File: src/rtl/ccd_tg_pkg.sv
package ccd_tg_pkg;
  typedef enum logic [1:0] {
    PH_IDLE = 2'd0,
    PH_XFER = 2'd1,
    PH_READ = 2'd2
  } line_phase_t;
endpackage

File: src/rtl/ccd_line_seq.sv
module ccd_line_seq
  import ccd_tg_pkg::*;
#(
  parameter int XFER_TICKS = 16,
  parameter int READ_TICKS = 4220,
  parameter int CW         = 13
) (
  input  logic          clk,
  input  logic          rst,
  input  logic          start,
  output logic          load,
  output line_phase_t   phase_n,
  output logic [CW-1:0] cnt_n
);
  localparam logic [CW-1:0] XFER_LAST = CW'(XFER_TICKS - 1);
  localparam logic [CW-1:0] READ_LAST = CW'(READ_TICKS - 1);

  line_phase_t   phase_q;
  logic [CW-1:0] cnt_q;

  always_comb begin
    load    = 1'b0;
    phase_n = phase_q;
    cnt_n   = cnt_q + 1'b1;
    case (phase_q)
      PH_IDLE: begin
        cnt_n = '0;
        if (start) begin
          load    = 1'b1;
          phase_n = PH_XFER;
        end
      end
      PH_XFER: begin
        if (cnt_q == XFER_LAST) begin
          phase_n = PH_READ;
          cnt_n   = '0;
        end
      end
      PH_READ: begin
        if (cnt_q == READ_LAST) begin
          phase_n = PH_IDLE;
          cnt_n   = '0;
        end
      end
      default: begin
        phase_n = PH_IDLE;
        cnt_n   = '0;
      end
    endcase
  end

  always_ff @(posedge clk) begin
    if (rst) begin
      phase_q <= PH_IDLE;
      cnt_q   <= '0;
    end else begin
      phase_q <= phase_n;
      cnt_q   <= cnt_n;
    end
  end


  read_exit_chk: assert property (@(posedge clk) disable iff (rst)
    (phase_q == PH_READ && cnt_q == READ_LAST) |=> (phase_q == PH_IDLE));


  xfer_to_read_chk: assert property (@(posedge clk) disable iff (rst)
    (phase_q == PH_XFER && cnt_q == XFER_LAST) |=> (phase_q == PH_READ && cnt_q == '0));
endmodule

File: src/rtl/ccd_clock_gen.sv
module ccd_clock_gen
  import ccd_tg_pkg::*;
#(
  parameter int N_DARK    = 12,
  parameter int N_ACTIVE  = 2098,
  parameter int SEG_TICKS = 4,
  parameter int CW        = 13
) (
  input  logic          clk,
  input  logic          rst,
  input  logic          load,
  input  logic          sum_in,
  input  line_phase_t   phase_n,
  input  logic [CW-1:0] cnt_n,
  output logic          ph1_o,
  output logic          ph2_o,
  output logic          phs_o,
  output logic          tg1_o,
  output logic          tg2_o,
  output logic          nrst_o,
  output logic          pix_o,
  output logic          dark_o
);
  localparam logic [CW-1:0] SEG_1 = CW'(SEG_TICKS);
  localparam logic [CW-1:0] SEG_2 = CW'(2 * SEG_TICKS);
  localparam logic [CW-1:0] SEG_3 = CW'(3 * SEG_TICKS);
  localparam logic [CW-1:0] DARK_SHIFTS = CW'(N_DARK);

  logic          sum_q, sum_n;
  logic [CW-1:0] shift_idx;
  logic          ph1_n, ph2_n, phs_n, tg1_n, tg2_n, nrst_n, win_n, dark_n;

  always_comb begin
    sum_n     = load ? sum_in : sum_q;
    shift_idx = cnt_n >> 1;
    ph1_n  = 1'b1;
    ph2_n  = 1'b0;
    phs_n  = 1'b0;
    tg1_n  = 1'b0;
    tg2_n  = 1'b0;
    nrst_n = 1'b0;
    win_n  = 1'b0;
    dark_n = 1'b0;
    case (phase_n)
      PH_XFER: begin
        tg1_n = (cnt_n >= SEG_1) && (cnt_n < SEG_2);
        tg2_n = (cnt_n >= SEG_1) && (cnt_n < SEG_3);
      end
      PH_READ: begin
        ph1_n  = cnt_n[0];
        ph2_n  = ~cnt_n[0];
        dark_n = (shift_idx < DARK_SHIFTS);
        if (sum_n) begin
          phs_n  = (cnt_n[1:0] != 2'd3);
          nrst_n = (cnt_n[1:0] == 2'd2);
          win_n  = (cnt_n[1:0] == 2'd3);
        end else begin
          phs_n  = ~cnt_n[0];
          nrst_n = ~cnt_n[0];
          win_n  = cnt_n[0];
        end
      end
      default: ;
    endcase
  end

  always_ff @(posedge clk) begin
    if (rst) begin
      sum_q  <= 1'b0;
      ph1_o  <= 1'b1;
      ph2_o  <= 1'b0;
      phs_o  <= 1'b0;
      tg1_o  <= 1'b0;
      tg2_o  <= 1'b0;
      nrst_o <= 1'b0;
      pix_o  <= 1'b0;
      dark_o <= 1'b0;
    end else begin
      sum_q  <= sum_n;
      ph1_o  <= ph1_n;
      ph2_o  <= ph2_n;
      phs_o  <= phs_n;
      tg1_o  <= tg1_n;
      tg2_o  <= tg2_n;
      nrst_o <= nrst_n;
      pix_o  <= win_n & ~dark_n;
      dark_o <= win_n & dark_n;
    end
  end


  phase_overlap_chk: assert property (@(posedge clk) disable iff (rst)
    !(ph1_o && ph2_o));


  tg_order_chk: assert property (@(posedge clk) disable iff (rst)
    tg1_o |-> tg2_o);


  frozen_clocks_chk: assert property (@(posedge clk) disable iff (rst)
    tg2_o |-> (ph1_o && !ph2_o && !phs_o));


  reset_single_chk: assert property (@(posedge clk) disable iff (rst)
    nrst_o |=> !nrst_o);


  window_excl_chk: assert property (@(posedge clk) disable iff (rst)
    !(pix_o && dark_o));


  full_mode_gate_chk: assert property (@(posedge clk) disable iff (rst)
    !sum_q |-> (phs_o == ph2_o));
endmodule

File: src/rtl/ccd_exp_gate.sv
module ccd_exp_gate
  import ccd_tg_pkg::*;
#(
  parameter int EXP_W      = 13,
  parameter int READ_TICKS = 4220,
  parameter int CW         = 13
) (
  input  logic             clk,
  input  logic             rst,
  input  logic             load,
  input  line_phase_t      phase_n,
  input  logic [CW-1:0]    cnt_n,
  input  logic [EXP_W-1:0] exp_in,
  output logic             gate_o
);
  localparam int EW = (EXP_W > CW) ? EXP_W : CW;
  localparam logic [EW-1:0] READ_E = EW'(READ_TICKS);

  logic [EW-1:0] e_lat, e_nxt, e_clamped, remain;
  logic          gate_nxt;

  always_comb begin
    e_clamped = (EW'(exp_in) > READ_E) ? READ_E : EW'(exp_in);
    e_nxt     = load ? e_clamped : e_lat;
    remain    = READ_E - EW'(cnt_n);
    gate_nxt  = 1'b0;
    if (e_nxt != '0) begin
      case (phase_n)
        PH_XFER: gate_nxt = 1'b1;
        PH_READ: gate_nxt = (remain > e_nxt);
        default: gate_nxt = 1'b0;
      endcase
    end
  end

  always_ff @(posedge clk) begin
    if (rst) begin
      e_lat  <= '0;
      gate_o <= 1'b0;
    end else begin
      e_lat  <= e_nxt;
      gate_o <= gate_nxt;
    end
  end


  zero_hold_chk: assert property (@(posedge clk) disable iff (rst)
    (e_lat == '0) |-> !gate_o);


  clamp_range_chk: assert property (@(posedge clk) disable iff (rst)
    e_lat <= READ_E);
endmodule

File: src/rtl/ccd_tri_timing.sv
module ccd_tri_timing
  import ccd_tg_pkg::*;
#(
  parameter int N_DARK    = 12,
  parameter int N_ACTIVE  = 2098,
  parameter int SEG_TICKS = 4,
  parameter int EXP_W     = 13
) (
  input  logic             clk,
  input  logic             rst,
  input  logic             line_start,
  input  logic             sum_mode,
  input  logic [EXP_W-1:0] exp_red,
  input  logic [EXP_W-1:0] exp_grn,
  input  logic [EXP_W-1:0] exp_blu,
  output logic             reg_ph1,
  output logic             reg_ph2,
  output logic             last_gate,
  output logic             xfer_g1,
  output logic             xfer_g2,
  output logic             node_rst,
  output logic [2:0]       exp_gate,
  output logic             pix_valid,
  output logic             dark_valid
);
  localparam int N_CHAN     = 3;
  localparam int READ_TICKS = 2 * (N_DARK + N_ACTIVE);
  localparam int XFER_TICKS = 4 * SEG_TICKS;
  localparam int MAX_TICKS  = (READ_TICKS > XFER_TICKS) ? READ_TICKS : XFER_TICKS;
  localparam int CW         = $clog2(MAX_TICKS + 1);

  logic          load;
  line_phase_t   phase_n;
  logic [CW-1:0] cnt_n;
  logic [EXP_W-1:0] exp_vals [N_CHAN];

  assign exp_vals[0] = exp_red;
  assign exp_vals[1] = exp_grn;
  assign exp_vals[2] = exp_blu;

  ccd_line_seq #(
    .XFER_TICKS(XFER_TICKS),
    .READ_TICKS(READ_TICKS),
    .CW        (CW)
  ) u_seq (
    .clk    (clk),
    .rst    (rst),
    .start  (line_start),
    .load   (load),
    .phase_n(phase_n),
    .cnt_n  (cnt_n)
  );

  ccd_clock_gen #(
    .N_DARK   (N_DARK),
    .N_ACTIVE (N_ACTIVE),
    .SEG_TICKS(SEG_TICKS),
    .CW       (CW)
  ) u_clk (
    .clk    (clk),
    .rst    (rst),
    .load   (load),
    .sum_in (sum_mode),
    .phase_n(phase_n),
    .cnt_n  (cnt_n),
    .ph1_o  (reg_ph1),
    .ph2_o  (reg_ph2),
    .phs_o  (last_gate),
    .tg1_o  (xfer_g1),
    .tg2_o  (xfer_g2),
    .nrst_o (node_rst),
    .pix_o  (pix_valid),
    .dark_o (dark_valid)
  );

  for (genvar c = 0; c < N_CHAN; c++) begin : g_chan
    ccd_exp_gate #(
      .EXP_W     (EXP_W),
      .READ_TICKS(READ_TICKS),
      .CW        (CW)
    ) u_gate (
      .clk    (clk),
      .rst    (rst),
      .load   (load),
      .phase_n(phase_n),
      .cnt_n  (cnt_n),
      .exp_in (exp_vals[c]),
      .gate_o (exp_gate[c])
    );


    gate_fall_aligned_chk: assert property (@(posedge clk) disable iff (rst)
      $fell(exp_gate[c]) |-> (reg_ph1 != $past(reg_ph1)));


    gate_high_in_xfer_chk: assert property (@(posedge clk) disable iff (rst)
      (xfer_g1 && !exp_gate[c]) |=> !exp_gate[c]);
  end
endmodule

File: config.mk
export PLATFORM = sky130hd
export DESIGN_NAME = ccd_tri_timing
export DESIGN_NICKNAME = d
export VERILOG_FILES = /design/src/rtl/ccd_tg_pkg.sv /design/src/rtl/ccd_line_seq.sv /design/src/rtl/ccd_clock_gen.sv /design/src/rtl/ccd_exp_gate.sv /design/src/rtl/ccd_tri_timing.sv
export SDC_FILE = /design/constraint.sdc
export NUM_CORES = 1
export LEC_CHECK = 0
export BUFFER_PORTS_ARGS = -buffer_cell sky130_fd_sc_hd__buf_2
export CORE_MARGIN = 4
export CORE_UTILIZATION = 60
export DETAILED_ROUTE_END_ITERATION = 10
export GPL_TIMING_DRIVEN = 0
export PLACE_DENSITY_LB_ADDON = 0.08
export SYNTH_ARGS = -nofsm -noshare
export SYNTH_HDL_FRONTEND = slang
export SYNTH_HIERARCHICAL = 1
export SYNTH_SLANG_ARGS = --single-unit
File: constraint.sdc
create_clock -name clk -period 4.2 [get_ports clk]
set_input_delay 0.84 -clock clk [delete_from_list [all_inputs] [get_ports clk]]
set_output_delay 0.84 -clock clk [all_outputs]
set_load 0.05 [all_outputs]
Yosys cells after proc, flatten, opt, wreduce, memory -nomap -nowiden
Index checks and enable logic that the tools add are counted.
- flip-flop bits (word level): 66
- output and inout port bits: 11
- word-level logic and storage cells: 82
- $add $sub $neg: 2
- magnitude comparators: 10
- equality and inequality tests: 9
- multiplexer cells: 24
- bitwise operators: 9
- reductions and logical operators: 11
- operators by type and width (cell ; count):
    $mux 13 ; 8
    $gt 13x13->1 ; 3
    $gt 13x13->1 const B ; 3
    $reduce_bool 13->1 ; 3
    $lt 13x4->1 const B ; 2
    $pmux 13 s2 ; 1
    $add 13x1->13 const B ; 1
    $eq 13x13->1 const B ; 1
    $eq 13x4->1 const B ; 1
    $ge 13x3->1 const B ; 1
    $sub 13x13->13 const A ; 1
    $lt 12x4->1 const B ; 1
    $reduce_or 2->1 ; 5
    $eq 2x2->1 const B ; 4
    $mux 1 ; 8
    $not 1->1 ; 7
    $mux 2 ; 3
    $pmux 1 s2 ; 3
    $pmux 2 s3 ; 1
    $eq 2x1->1 const B ; 2
    $and 1x1->1 ; 2
    $logic_and 1x1->1 ; 2
    $logic_not 2->1 ; 1
    $ne 2x2->1 const B ; 1

Depth between registers and ports, before layout
Gate-level depths: netlist of the first run.
- word-level depth: 7
- mapped depth: 18
- gate-level depth less buffers: 17

Modules after synthesis
Netlist of the first run, hierarchy kept.
- by module, submodules not included (module ; instances ; cells each ; area each (sq um) ; seq. area each (sq um)):
    ccd_exp_gate (g_chan[0].u_gate ...) ; 2 ; 142 ; 1201.2 ; 280.3
    ccd_exp_gate (g_chan[1].u_gate) ; 1 ; 159 ; 1216.2 ; 280.3
    ccd_line_seq ; 1 ; 105 ; 875.8 ; 300.3
    ccd_clock_gen ; 1 ; 31 ; 340.3 ; 180.2

Worst setup path after synthesis of the first run
No wires, ideal clock.
- kind: register -> register
- from: register u_seq.cnt_q[0]
- to: register g_chan[0].u_gate.gate_o
- library setup time: 125 ps
- data arrival time: 3709 ps
- path slack: 366 ps
- stages on the path, launching flop included: 18
- clock period less this slack: 3834 ps
- cells stage by stage: dfxtp_1 ha_1 and3_1 a41oi_2 o21ai_2 buf_4 nor2_1 and3_1 nand3_1 a21oi_1 nor3_1 xnor2_1 ha_1 a21o_1 a21o_1 a211o_1 a211oi_1 a211oi_1
- word-level cells in the longest chain between the ends: 6
- elaborated cells between the ends (all ways): 14
- RTL lines (element ; RTL line ; source):
    start, declared ; ccd_line_seq.sv:19 ; logic [CW-1:0] cnt_q;
    start signal, assigned ; ccd_line_seq.sv:58 ; cnt_q <= cnt_n;
    $add 13x1->13, or another cell as far along ; ccd_line_seq.sv:24 ; cnt_n = cnt_q + 1'b1;
    $mux 13 (on tied branches) ; ccd_line_seq.sv:40, ccd_line_seq.sv:34 ;
    $pmux 13 s2 * ; ccd_line_seq.sv:25 ; case (phase_q)
    via cnt_n[3] ; ccd_tri_timing.sv:34 ; logic [CW-1:0] cnt_n;
    $sub 13x13->13 * ; ccd_exp_gate.sv:25 ; remain = READ_E - EW'(cnt_n);
    $gt 13x13->1 * ; ccd_exp_gate.sv:30 ; PH_READ: gate_nxt = (remain > e_nxt);
    $pmux 1 s2 * ; ccd_exp_gate.sv:28 ; case (phase_n)
    end signal, assigned ; ccd_exp_gate.sv:42 ; gate_o <= gate_nxt;
    end, declared ; ccd_exp_gate.sv:14 ; output logic gate_o
The timed path passes the listed nets; every way through them passes the cells marked *.
A chain may end at the register's enable or synchronous reset.

Worst setup path after layout of the first run
Ends and elaborated chain as after synthesis.

==> out/metrics.yaml, run 1 <==
syn_inst: 579
cts_buffers: 9
clkSinkCount: 66
route.antenna.remaining_nets: 0
areaGrowthSynthToFinish_pct: 16.0
min_period_ns: 4.02
fin_nets: 754
grt_pass1_vias: 4536
drc: 0
portBuffers: 53
dpl.hpwl_um: 9340
critPathLaunchType: "flip-flop"
rows: 32
cap_violations: 0
fin_cells: 764
cts_tree: "built"
yosys.area_share.simple_pct: 28.1
p_leak_nw: 2.26
power_frac_seq_pct: 42.7
grt_max_degree: 25
synth_seq_cells: 66
postSynth.asyncResetShare_pct: 0
wl_um: 12600
clockBufferDepth: 2
fin_skew_ns: 0.00902
worst_ep_arrival_time_ns: 4.25
required_ns: 4.43
initial_core_util_pct: 62.2
core_area_sq_um: 7770
final_cell_mix: "nor2_1, dfxtp_1, ha_1, buf_2, nor2b_1"
postSynthAreaPerCell_sq_um: 8.35
n_antenna_cell: 0
firstDrtPassIters: 5
die-area_sq_um: 9560
setup_viol: 0
root_buffer: "clkbuf_8"
avgViaCountPerCell: 5.98
synth_top_family_by_area: "simple AND/OR/NAND/NOR gates"
grt.total_usage_pct: 26.1
place_congestion: 0.847
hold_violations: 0
insertion_delay_ns: 0.35
layout.cells.most_common: "nor2_1"
combPwrFrac_pct: 23.2
multi_input_area_sq_um: 3420
synth-compound-area-share_pct: 18.6
netlist-cell-type-count: 60
power_switching_mw: 0.476
gr-total-overflow: 0
grt_pass1_wl_um: 20700
min_path_type: "flip-flop to flip-flop"
power.internal_mw: 1.09
peakVddDrop_mv: 0.180
synthFlopType: "dfxtp_1"
synthAdderAreaFrac_pct: 13.7
h-tree-depth: 3
dieHeight_um: 97.8
yosysWarningCount: 6
ioPinCount: 54
p_per_area_nw_per_um2: 279
seqCellArea_sq_um: 1320
synth_xor_xnor_area_share_pct: 8.15
dp.cells: 734
status: "complete, no violations"
vias: 4570
synth_mux_area_share_pct: 0.828
fin_hold_ws_ns: 0.486
antenna_found_initial: 0
die_x_um: 97.8
end_kind: "flip-flop"
drtIter0Drc: 244
synth_edf_count: 0
drive_gt1_share_pct: 21.9
wl_per_cell_um: 16.5
worst_pin_slew_ns: 1.37
ys_seq_area_share_pct: 27.3
fmax_ghz: 0.249
syn_nets: 675
clkPwrFrac_pct: 34.1
crit_type: "flip-flop to flip-flop"
switching_share_pct: 30.5
cp_max_fo: 7
drv_slew: 0
netlist_area_sq_um: 4830
final_util_pct: 72.2
fillers: 639
clk_transition_reported_paths_ns: 0.08
min_period_over_period_pct: 95.8
maxSlewHeadroom_pct: 7.85
[cells by family (layout without fill, tap and decap cells)]
kind of cell,after synthesis,count (layout)
DFF,66,66
buffers and inverters,37,120
AOI/OAI and AO/OA,117,117
muxes,4,4
xor gates and xnor gates,45,45
and+or+nand+nor,257,257
adders and majority gates,53,53
[metrics by stage]
step	setup slack, ns	total power [mW]	area, sq um	TNS [ns]
finish	0.178	1.56	5610	0
detailed placement	-0.375	1.03	5230	-1.02
CTS	0.0344	1.56	5450	0
global route	-0.0236	1.65	5610	-0.0293
global placement	-0.232	1.01	5230	-0.616
floorplan	0.366	0.922	4830	0
[Yosys cell counts (3+ instances only)]
master	count	area, sq um
o21ai_2	4	35.0
nor4_1	5	31.3
nand3_1	17	85.1
a21o_1	11	82.6
and2_1	3	18.8
dfxtp_1	66	1320
a31oi_1	8	50.1
ha_1	53	663
and4_1	7	61.3
buf_4	3	22.5
inv_1	24	90.1
a211o_1	3	26.3
o21ai_0	18	90.1
nor2b_1	32	200
xnor2_1	28	245
nor3_1	19	95.1
o21a_1	4	30.0
clkbuf_1	9	33.8
a21oi_1	20	100
a211oi_1	11	82.6
nand3b_1	3	22.5
o22ai_1	3	18.8
a41oi_2	6	97.6
xor2_1	17	149
nand2_1	26	97.6
nand4_1	12	75.1
or2_2	5	31.3
a21oi_2	10	87.6
or4_1	5	37.5
mux2i_1	4	40.0
and3_1	6	37.5
nor2_1	98	368
[layout make-up]
type	count	area share, %
Multi-Input combinational cell	476	61.1
Clock inverter	5	0.982
Buffer	13	1.27
Clock buffer	10	2.45
Tap cell	102	2.28
Sequential cell	66	23.6
Timing Repair Buffer	68	6.74
Inverter	24	1.61
[power by group through the flow]
stage	sequential, mW	combinational, mW	clock [mW]
global route	0.670	0.403	0.572
finish	0.668	0.362	0.533
CTS	0.667	0.353	0.543
global placement	0.680	0.331	0
floorplan	0.687	0.235	0
detailed placement	0.681	0.347	0
[registers in the layout, summed over array words and instances, names as in the netlist, 2 cells and up]
name	count
g_chan.u_gate/e_lat	39
g_chan.u_gate/gate_o	3
u_seq/cnt_q	13
u_seq/phase_q	2
[timing repair]
| action | CTS | global route |
|---|---|---|
| pin swaps | 0 | 5 |
| endpoints found under the setup margin | 3 | 3 |
| resized for setup | 9 | 13 |
| hold buffers | 0 | 0 |
| buffers inserted | 0 | 15 |
[final timing paths]
check | start | endpoint | slack (ns) | cells past startpoint
hold / removal | u_seq/cnt_q[0]$_SDFF_PP0_ | u_seq/cnt_q[0]$_SDFF_PP0_ | 0.49 | 1
hold reg to reg | u_seq/cnt_q[0]$_SDFF_PP0_ | u_seq/cnt_q[0]$_SDFF_PP0_ | 0.49 | 1
setup / recovery | u_seq/cnt_q[0]$_SDFF_PP0_ | g_chan[0].u_gate/gate_o$_SDFF_PP0_ | 0.18 | 16
setup reg to reg | u_seq/cnt_q[0]$_SDFF_PP0_ | g_chan[0].u_gate/gate_o$_SDFF_PP0_ | 0.18 | 16
[layer usage]
metal | vias up | share of wire, % | global-route usage, %
met5 | - | 0 | 0
met2 | 130 | 50 | 45.2
met4 | 0 | 1.7 | 8.84
met1 | 2174 | 43 | 32.5
met3 | 19 | 4.6 | 5.21
li1 | 2247 | - | -
[worst max-delay path: stages, from the launching register on]
cell and delay, ns:
dfxtp_2 0.35, ha_1 0.25, and3_2 0.27, a41oi_2 0.28, o21ai_2 0.15, buf_4 0.15, nor2_2 0.40, nand3_1 0.22
a21oi_1 0.34, nor3_1 0.11, xnor2_1 0.16, ha_1 0.22, a21o_1 0.18, a21o_1 0.17, a211o_1 0.29, a211oi_1 0.25
a211oi_1 0.08
No activity file was read; power rests on OpenSTA's default activity.
==> run 2, diff against run 1 <==
--- a/config.mk
+++ b/config.mk
@@ -8,3 +8,3 @@
 export BUFFER_PORTS_ARGS = -buffer_cell sky130_fd_sc_hd__buf_2
-export CORE_MARGIN = 4
+export CORE_MARGIN = 2
 export CORE_UTILIZATION = 60
==> constraint.sdc (replaced) <==
create_clock -name clk -period 4.2 [get_ports clk]
set_input_delay 0.21 -clock clk [delete_from_list [all_inputs] [get_ports clk]]
set_output_delay 0.21 -clock clk [all_outputs]
set_load 0.05 [all_outputs]
==> run 2 against run 1 <==
Compared with the run above: critical path depth is the same; setup slack lost 0.034 ns; power grew 3.8%; core utilization grew 0.56 points; first-iteration DRC count grew 17%; largest cell class unchanged; largest power group unchanged.
==> out/metrics.yaml, run 2 (same netlist as run 1, synthesis figures left out) <==
status: "complete, no violations"
drive_gt1_share_pct: 22.0  # +0.085 points
die-area_sq_um: 8790  # -8.0%
fin_nets: 755  # +0.13%
min_path_type: "primary input to flip-flop"
core_area_sq_um: 7770  # unchanged
grt_pass1_vias: 4284  # -5.6%
clkSinkCount: 66  # unchanged
crit_type: "flip-flop to flip-flop"
total_power_mw: 1.62  # +3.8%
clockBufferDepth: 2  # unchanged
portBuffers: 53  # unchanged
maxSlewHeadroom_pct: 13.0  # +5.2 points
grt_max_degree: 25  # unchanged
gr-total-overflow: 0  # unchanged
setup-tns-final_ns: 0  # unchanged
cp_max_fo: 7  # unchanged
dieHeight_um: 93.8  # -4.1%
insertion_delay_ns: 0.35  # about the same
layout.cells.most_common: "nor2_1"
min_period_over_period_pct: 96.6  # +0.80 points
drc: 0  # unchanged
drtIter0Drc: 286  # +17%
cts_tree: "built"
wl_um: 12200  # -3.1%
initial_core_util_pct: 62.2  # unchanged
drv_slew: 0  # unchanged
min_period_ns: 4.06  # +0.0336 ns
place_congestion: 0.886  # +4.6%
rows: 32  # unchanged
firstDrtPassIters: 5  # unchanged
ioPinCount: 54  # unchanged
largest_register_ffs: 39  # unchanged
wl_per_cell_um: 16.0  # -3.4%
p_per_area_nw_per_um2: 287  # +3.0%
setup_slack_ns: 0.144  # -0.0336 ns
avgViaCountPerCell: 5.93  # -0.92%
end_kind: "flip-flop"
setup_viol: 0  # unchanged
worst_pin_slew_ns: 1.30  # -0.0774 ns
fmax_ghz: 0.247  # -0.83%
dpl.hpwl_um: 8910  # -4.5%
fin_skew_ns: 0.00774  # -0.00128 ns
route.antenna.remaining_nets: 0  # unchanged
peakVddDrop_mv: 0.205  # +14%
grt.total_usage_pct: 27.4  # +1.3 points
areaGrowthSynthToFinish_pct: 16.9
hold_buffers: 0  # unchanged
worst_ep_arrival_time_ns: 4.28  # +0.03 ns
n_antenna_cell: 0  # unchanged
regMostFlops: "g_chan.u_gate/e_lat"
antenna_found_initial: 0  # unchanged
final_cell_mix: "nor2_1, dfxtp_1, buf_2, ha_1, nor2b_1"
grt_pass1_wl_um: 19200  # -6.9%
reg_top3: "g_chan.u_gate/e_lat (39), u_seq/cnt_q (13), g_chan.u_gate/gate_o (3)"
clk_transition_reported_paths_ns: 0.07  # about the same
critPathLaunchType: "flip-flop"
hold_violations: 0  # unchanged
cts_buffers: 9  # unchanged
place_ws_ns: -0.300  # +0.0758 ns
cap_violations: 0  # unchanged
p_leak_nw: 2.27  # +0.82%
h-tree-depth: 3  # unchanged
die_x_um: 93.8  # -4.1%
required_ns: 4.43  # about the same
root_buffer: "clkbuf_8"
vias: 4540  # -0.66%
run 2: changes by cell type in the layout (fill, tap and decap cells not counted):
cell / change
bufinv_16: +1
ha_1: -1
nor3_1: -1
dfxtp_1: +1
nor3_2: +1
dfxtp_2: -1
o21ai_2: -1
ha_2: +1
a21oi_2: -1
a21oi_1: +1
o21ai_4: +1
clkinvlp_4: -1
clkbuf_1: +1
buf_4: +1
run 2: repair_timing:
action,in CTS,in global routing
setup endpoints to repair,3,3
pin swaps,0,6
buffers inserted,0,16
resized for setup,9,14
run 2: worst paths after layout:
kind | slack (ns) | endpoint | start | depth (start not counted)
min | 0.12 | g_chan[1].u_gate/e_lat[4]$_SDFF_PP0_ | exp_grn[4] | 2
max | 0.14 | g_chan[0].u_gate/gate_o$_SDFF_PP0_ | u_seq/cnt_q[0]$_SDFF_PP0_ | 16
min reg2reg | 0.49 | g_chan[1].u_gate/e_lat[10]$_SDFF_PP0_ | g_chan[1].u_gate/e_lat[10]$_SDFF_PP0_ | 2
max reg2reg | 0.14 | g_chan[0].u_gate/gate_o$_SDFF_PP0_ | u_seq/cnt_q[0]$_SDFF_PP0_ | 16
run 2: layout make-up:
class                           instances  area (sq um)
Buffer                                 13          71.3
Clock buffer                           11           141
Clock inverter                          5          77.6
Fill cell                             613          2120
Inverter                               24          90.1
Multi-Input combinational cell        476          3440
Sequential cell                        66          1320
Tap cell                              102           128
Timing Repair Buffer                   69           385
run 2: metal layers:
metal,GRT usage [%],vias to the layer above,part of all wire [%]
met4,7.97,0,1.5
met1,34.6,2140,43
li1,-,2244,-
met2,47.1,142,50
met3,5.70,14,5.2
met5,0,-,0
run 2: critical path, stage by stage (launching register included):
cell	delay (ns)
dfxtp_1	0.37
ha_2	0.24
and3_2	0.26
a41oi_2	0.33
o21ai_4	0.13
buf_4	0.15
nor2_2	0.45
nand3_1	0.23
a21oi_1	0.32
nor3_1	0.10
xnor2_1	0.18
ha_1	0.22
a21o_1	0.17
a21o_1	0.17
a211o_1	0.31
a211oi_1	0.23
a211oi_1	0.07
run 2: per-stage QoR:
step | std cells | hold WS (ns) | cell area [sq um] | util (%)
finish | 766 | 0.120 | 5650 | 72.7
global route | 766 | 0.116 | 5650 | 72.7
CTS | 750 | 0.107 | 5480 | 70.5
detailed placement | 734 | 0.472 | 5230 | 67.3
global placement | 734 | 0.466 | 5230 | 67.3
floorplan | 579 | 0.279 | 4830 | -
run 2: power by group:
group	internal (mW)	leakage (nW)	switching, mW
clock network	0.349	0.109	0.248
registers	0.655	0.539	0.0122
logic	0.145	1.63	0.211
==> run 3, diff against run 2 <==
Settings changed: ABC_AREA set to 1, ABC_CLOCK_PERIOD_IN_PS set to 4200.
==> run 3 against run 2 <==
Compared with the run above: final area increased by 7.1%; critical path depth up 10; fmax increased by 5.4%; die area rose by 12%; setup slack better by 0.21 ns; synthesized cell count rose by 52%.
==> out/metrics.yaml, run 3 <==
dp.cells: 1041  # +42%
min_period_over_period_pct: 91.6  # -5.0 points
die_x_um: 99.5  # +6.1%
end_kind: "flip-flop"
hold_violations: 0  # unchanged
place_congestion: 0.854  # -3.6%
min_path_type: "primary input to flip-flop"
n_antenna_cell: 0  # unchanged
h-tree-depth: 3  # unchanged
grt_max_degree: 27  # +8.0%
combPwrFrac_pct: 26.1  # +4.1 points
setup-tns-final_ns: 0  # unchanged
clkSinkCount: 66  # unchanged
vias: 5406  # +19%
worst_ep_arrival_time_ns: 4.08  # -0.20 ns
power_frac_seq_pct: 43.2  # +2.0 points
root_buffer: "clkbuf_8"
route.antenna.remaining_nets: 0  # unchanged
required_ns: 4.44  # about the same
firstDrtPassIters: 5  # unchanged
grt.total_usage_pct: 25.5  # -1.9 points
critPathLaunchType: "flip-flop"
largest_register_ffs: 39  # unchanged
ys_seq_area_share_pct: 24.2  # -3.2 points
peakVddDrop_mv: 0.215  # +4.7%
cts_tree: "built"
final_cell_mix: "nand2_1, inv_1, nor2_1, dfxtp_1, buf_2"
syn_nets: 976  # +45%
crit_type: "flip-flop to flip-flop"
clockBufferDepth: 2  # unchanged
status: "complete, no violations"
insertion_delay_ns: 0.34  # about the same
switching_share_pct: 32.7  # +3.6 points
dpl.hpwl_um: 9550  # +7.1%
fin_skew_ns: 0.00680  # -0.000941 ns
synth_common_cells: "nand2_1, inv_1, nor2_1, dfxtp_1, ha_1"
antenna_found_initial: 0  # unchanged
wl_um: 12200  # -0.52%
netlist-cell-type-count: 37  # -38%
total_power_mw: 1.53  # -5.4%
dieHeight_um: 99.5  # +6.1%
initial_core_util_pct: 62.4  # +0.14 points
die-area_sq_um: 9890  # +12%
maxSlewHeadroom_pct: 37.9  # +25 points
reg_top3: "g_chan.u_gate/e_lat (39), u_seq/cnt_q (13), g_chan.u_gate/gate_o (3)"
fmax_ghz: 0.260  # +5.4%
postSynth.asyncResetShare_pct: 0  # unchanged
core_area_sq_um: 8760  # +13%
drv_slew: 0  # unchanged
p_per_area_nw_per_um2: 253  # -12%
gr-total-overflow: 0  # unchanged
cp_max_fo: 10  # +3
postSynthAreaPerCell_sq_um: 6.21  # -26%
synthFlopType: "dfxtp_1"
p_leak_nw: 3.21  # +41%
slowest_stage: "dfxtp_1"
avgViaCountPerCell: 5.11  # -14%
ioPinCount: 54  # unchanged
areaGrowthSynthToFinish_pct: 10.7
grt_pass1_wl_um: 20900  # +8.6%
drtIter0Drc: 205  # -28%
syn_inst: 880  # +52%
yosysWarningCount: 6  # unchanged
slowest_delay_ns: 0.38  # -0.07 ns
grt_pass1_vias: 5005  # +17%
yosysMostFrequentCell: "nand2_1"
regMostFlops: "g_chan.u_gate/e_lat"
drive_gt1_share_pct: 14.6  # -7.3 points
fin_cells: 1057  # +38%
synth_edf_count: 0  # unchanged
min_period_ns: 3.85  # -0.209 ns
rows: 34  # +6.3%
wl_per_cell_um: 11.5  # -28%
layout.cells.most_common: "nand2_1"
clkPwrFrac_pct: 30.7  # -6.1 points
drc: 0  # unchanged
setup_viol: 0  # unchanged
cts_buffers: 9  # unchanged
synth_seq_cells: 66  # unchanged
fin_hold_ws_ns: 0.210  # +0.0897 ns
synth_top_area_cell: "dfxtp_1"
portBuffers: 53  # unchanged
clk_transition_reported_paths_ns: 0.07  # about the same
netlist_area_sq_um: 5470  # +13%
synth.area.top_cells: "dfxtp_1, nand2_1, ha_1"
power.internal_mw: 1.03  # -10%
power_switching_mw: 0.502  # +6.3%
fin_nets: 1040  # +38%
synth.top_cell.area_share_pct: 24.2  # -3.2 points
crit_top_cell: "nand2_1"
cap_violations: 0  # unchanged
worst_pin_slew_ns: 0.928  # -0.369 ns
run 3: cell types whose count changed after synthesis, moves of 10 or more:
cell,delta
nand2_1,+195
inv_1,+134
nor2_1,+57
nor2b_1,-32
nand3_1,+30
nand2_2,+23
xnor2_1,-17
a211oi_1,-11
a21o_1,-11
a21oi_2,-10
nor3_1,-10
or2_2,+10
run 3: through the flow:
step	worst slack [ns]	cell area, sq um	utilization [%]
3_5_place_dp	0.252	5870	66.9
6_report	0.353	6050	69.1
4_1_cts	0.209	6040	68.9
5_1_grt	-0.00815	6050	69.1
2_1_floorplan	0.818	5470	-
3_3_place_gp	0.322	5870	66.9
run 3: layout make-up:
| class | count | area (sq um) |
|---|---|---|
| clock buffer | 11 | 141 |
| multi-input combinational | 643 | 3500 |
| inverter | 162 | 608 |
| clock inverter | 5 | 30.0 |
| fill | 807 | 2710 |
| timing repair buffer | 53 | 265 |
| tap | 108 | 135 |
| buffer | 9 | 56.3 |
| sequential | 66 | 1320 |
run 3: logic make-up after synthesis:
logic type	after synthesis	share of synthesized area, %
AO/OA/AOI/OAI	53	6.27
AND/OR/NAND/NOR	507	40.5
buffers and inverters	171	12.2
adder cells (fa/ha/maj)	53	12.1
XOR/XNOR	30	4.81
flip-flops	66	24.2
run 3: critical path: cells and delay by family (launching register included):
kind	cells	cell delay, ns
buffers and inverters	4	0.46
flip-flops	1	0.38
AO/OA/AOI/OAI	3	0.46
XOR/XNOR	1	0.20
adder cells (fa/ha/maj)	3	0.72
AND/OR/NAND/NOR	15	1.56
run 3: final timing paths:
| path | start | end | slack (ns) | cells past startpoint |
|---|---|---|---|---|
| setup / recovery | u_seq/cnt_q[0]$_SDFF_PP0_ | g_chan[2].u_gate/gate_o$_SDFF_PP0_ | 0.35 | 26 |
| hold reg to reg | u_clk/sum_q$_SDFF_PP0_ | u_clk/sum_q$_SDFF_PP0_ | 0.54 | 4 |
| hold / removal | sum_mode | u_clk/sum_q$_SDFF_PP0_ | 0.21 | 5 |
| setup reg to reg | u_seq/cnt_q[0]$_SDFF_PP0_ | g_chan[2].u_gate/gate_o$_SDFF_PP0_ | 0.35 | 26 |
run 3: timing repair:
action | in CTS | in global routing
setup endpoints to repair | 0 | 3
hold buffers | 0 | 0
resized for setup | 0 | 7
buffers inserted | 0 | 0
run 3: per-layer routing:
layer  up-vias  track usage (%)  routed length, um
li1       2830                -                  -
met1      2471             32.1               5630
met2        91             44.9               5910
met3        14             4.15                467
met4         0             7.80                154
met5         -                0                  0
run 3: power by group through the flow:
| stage | logic, mW | registers, mW | clock network, mW |
|---|---|---|---|
| floorplan | 0.282 | 0.684 | 0 |
| global route | 0.458 | 0.665 | 0.519 |
| global placement | 0.376 | 0.676 | 0 |
| finish | 0.400 | 0.663 | 0.471 |
| detailed placement | 0.396 | 0.677 | 0 |
| CTS | 0.399 | 0.663 | 0.487 |
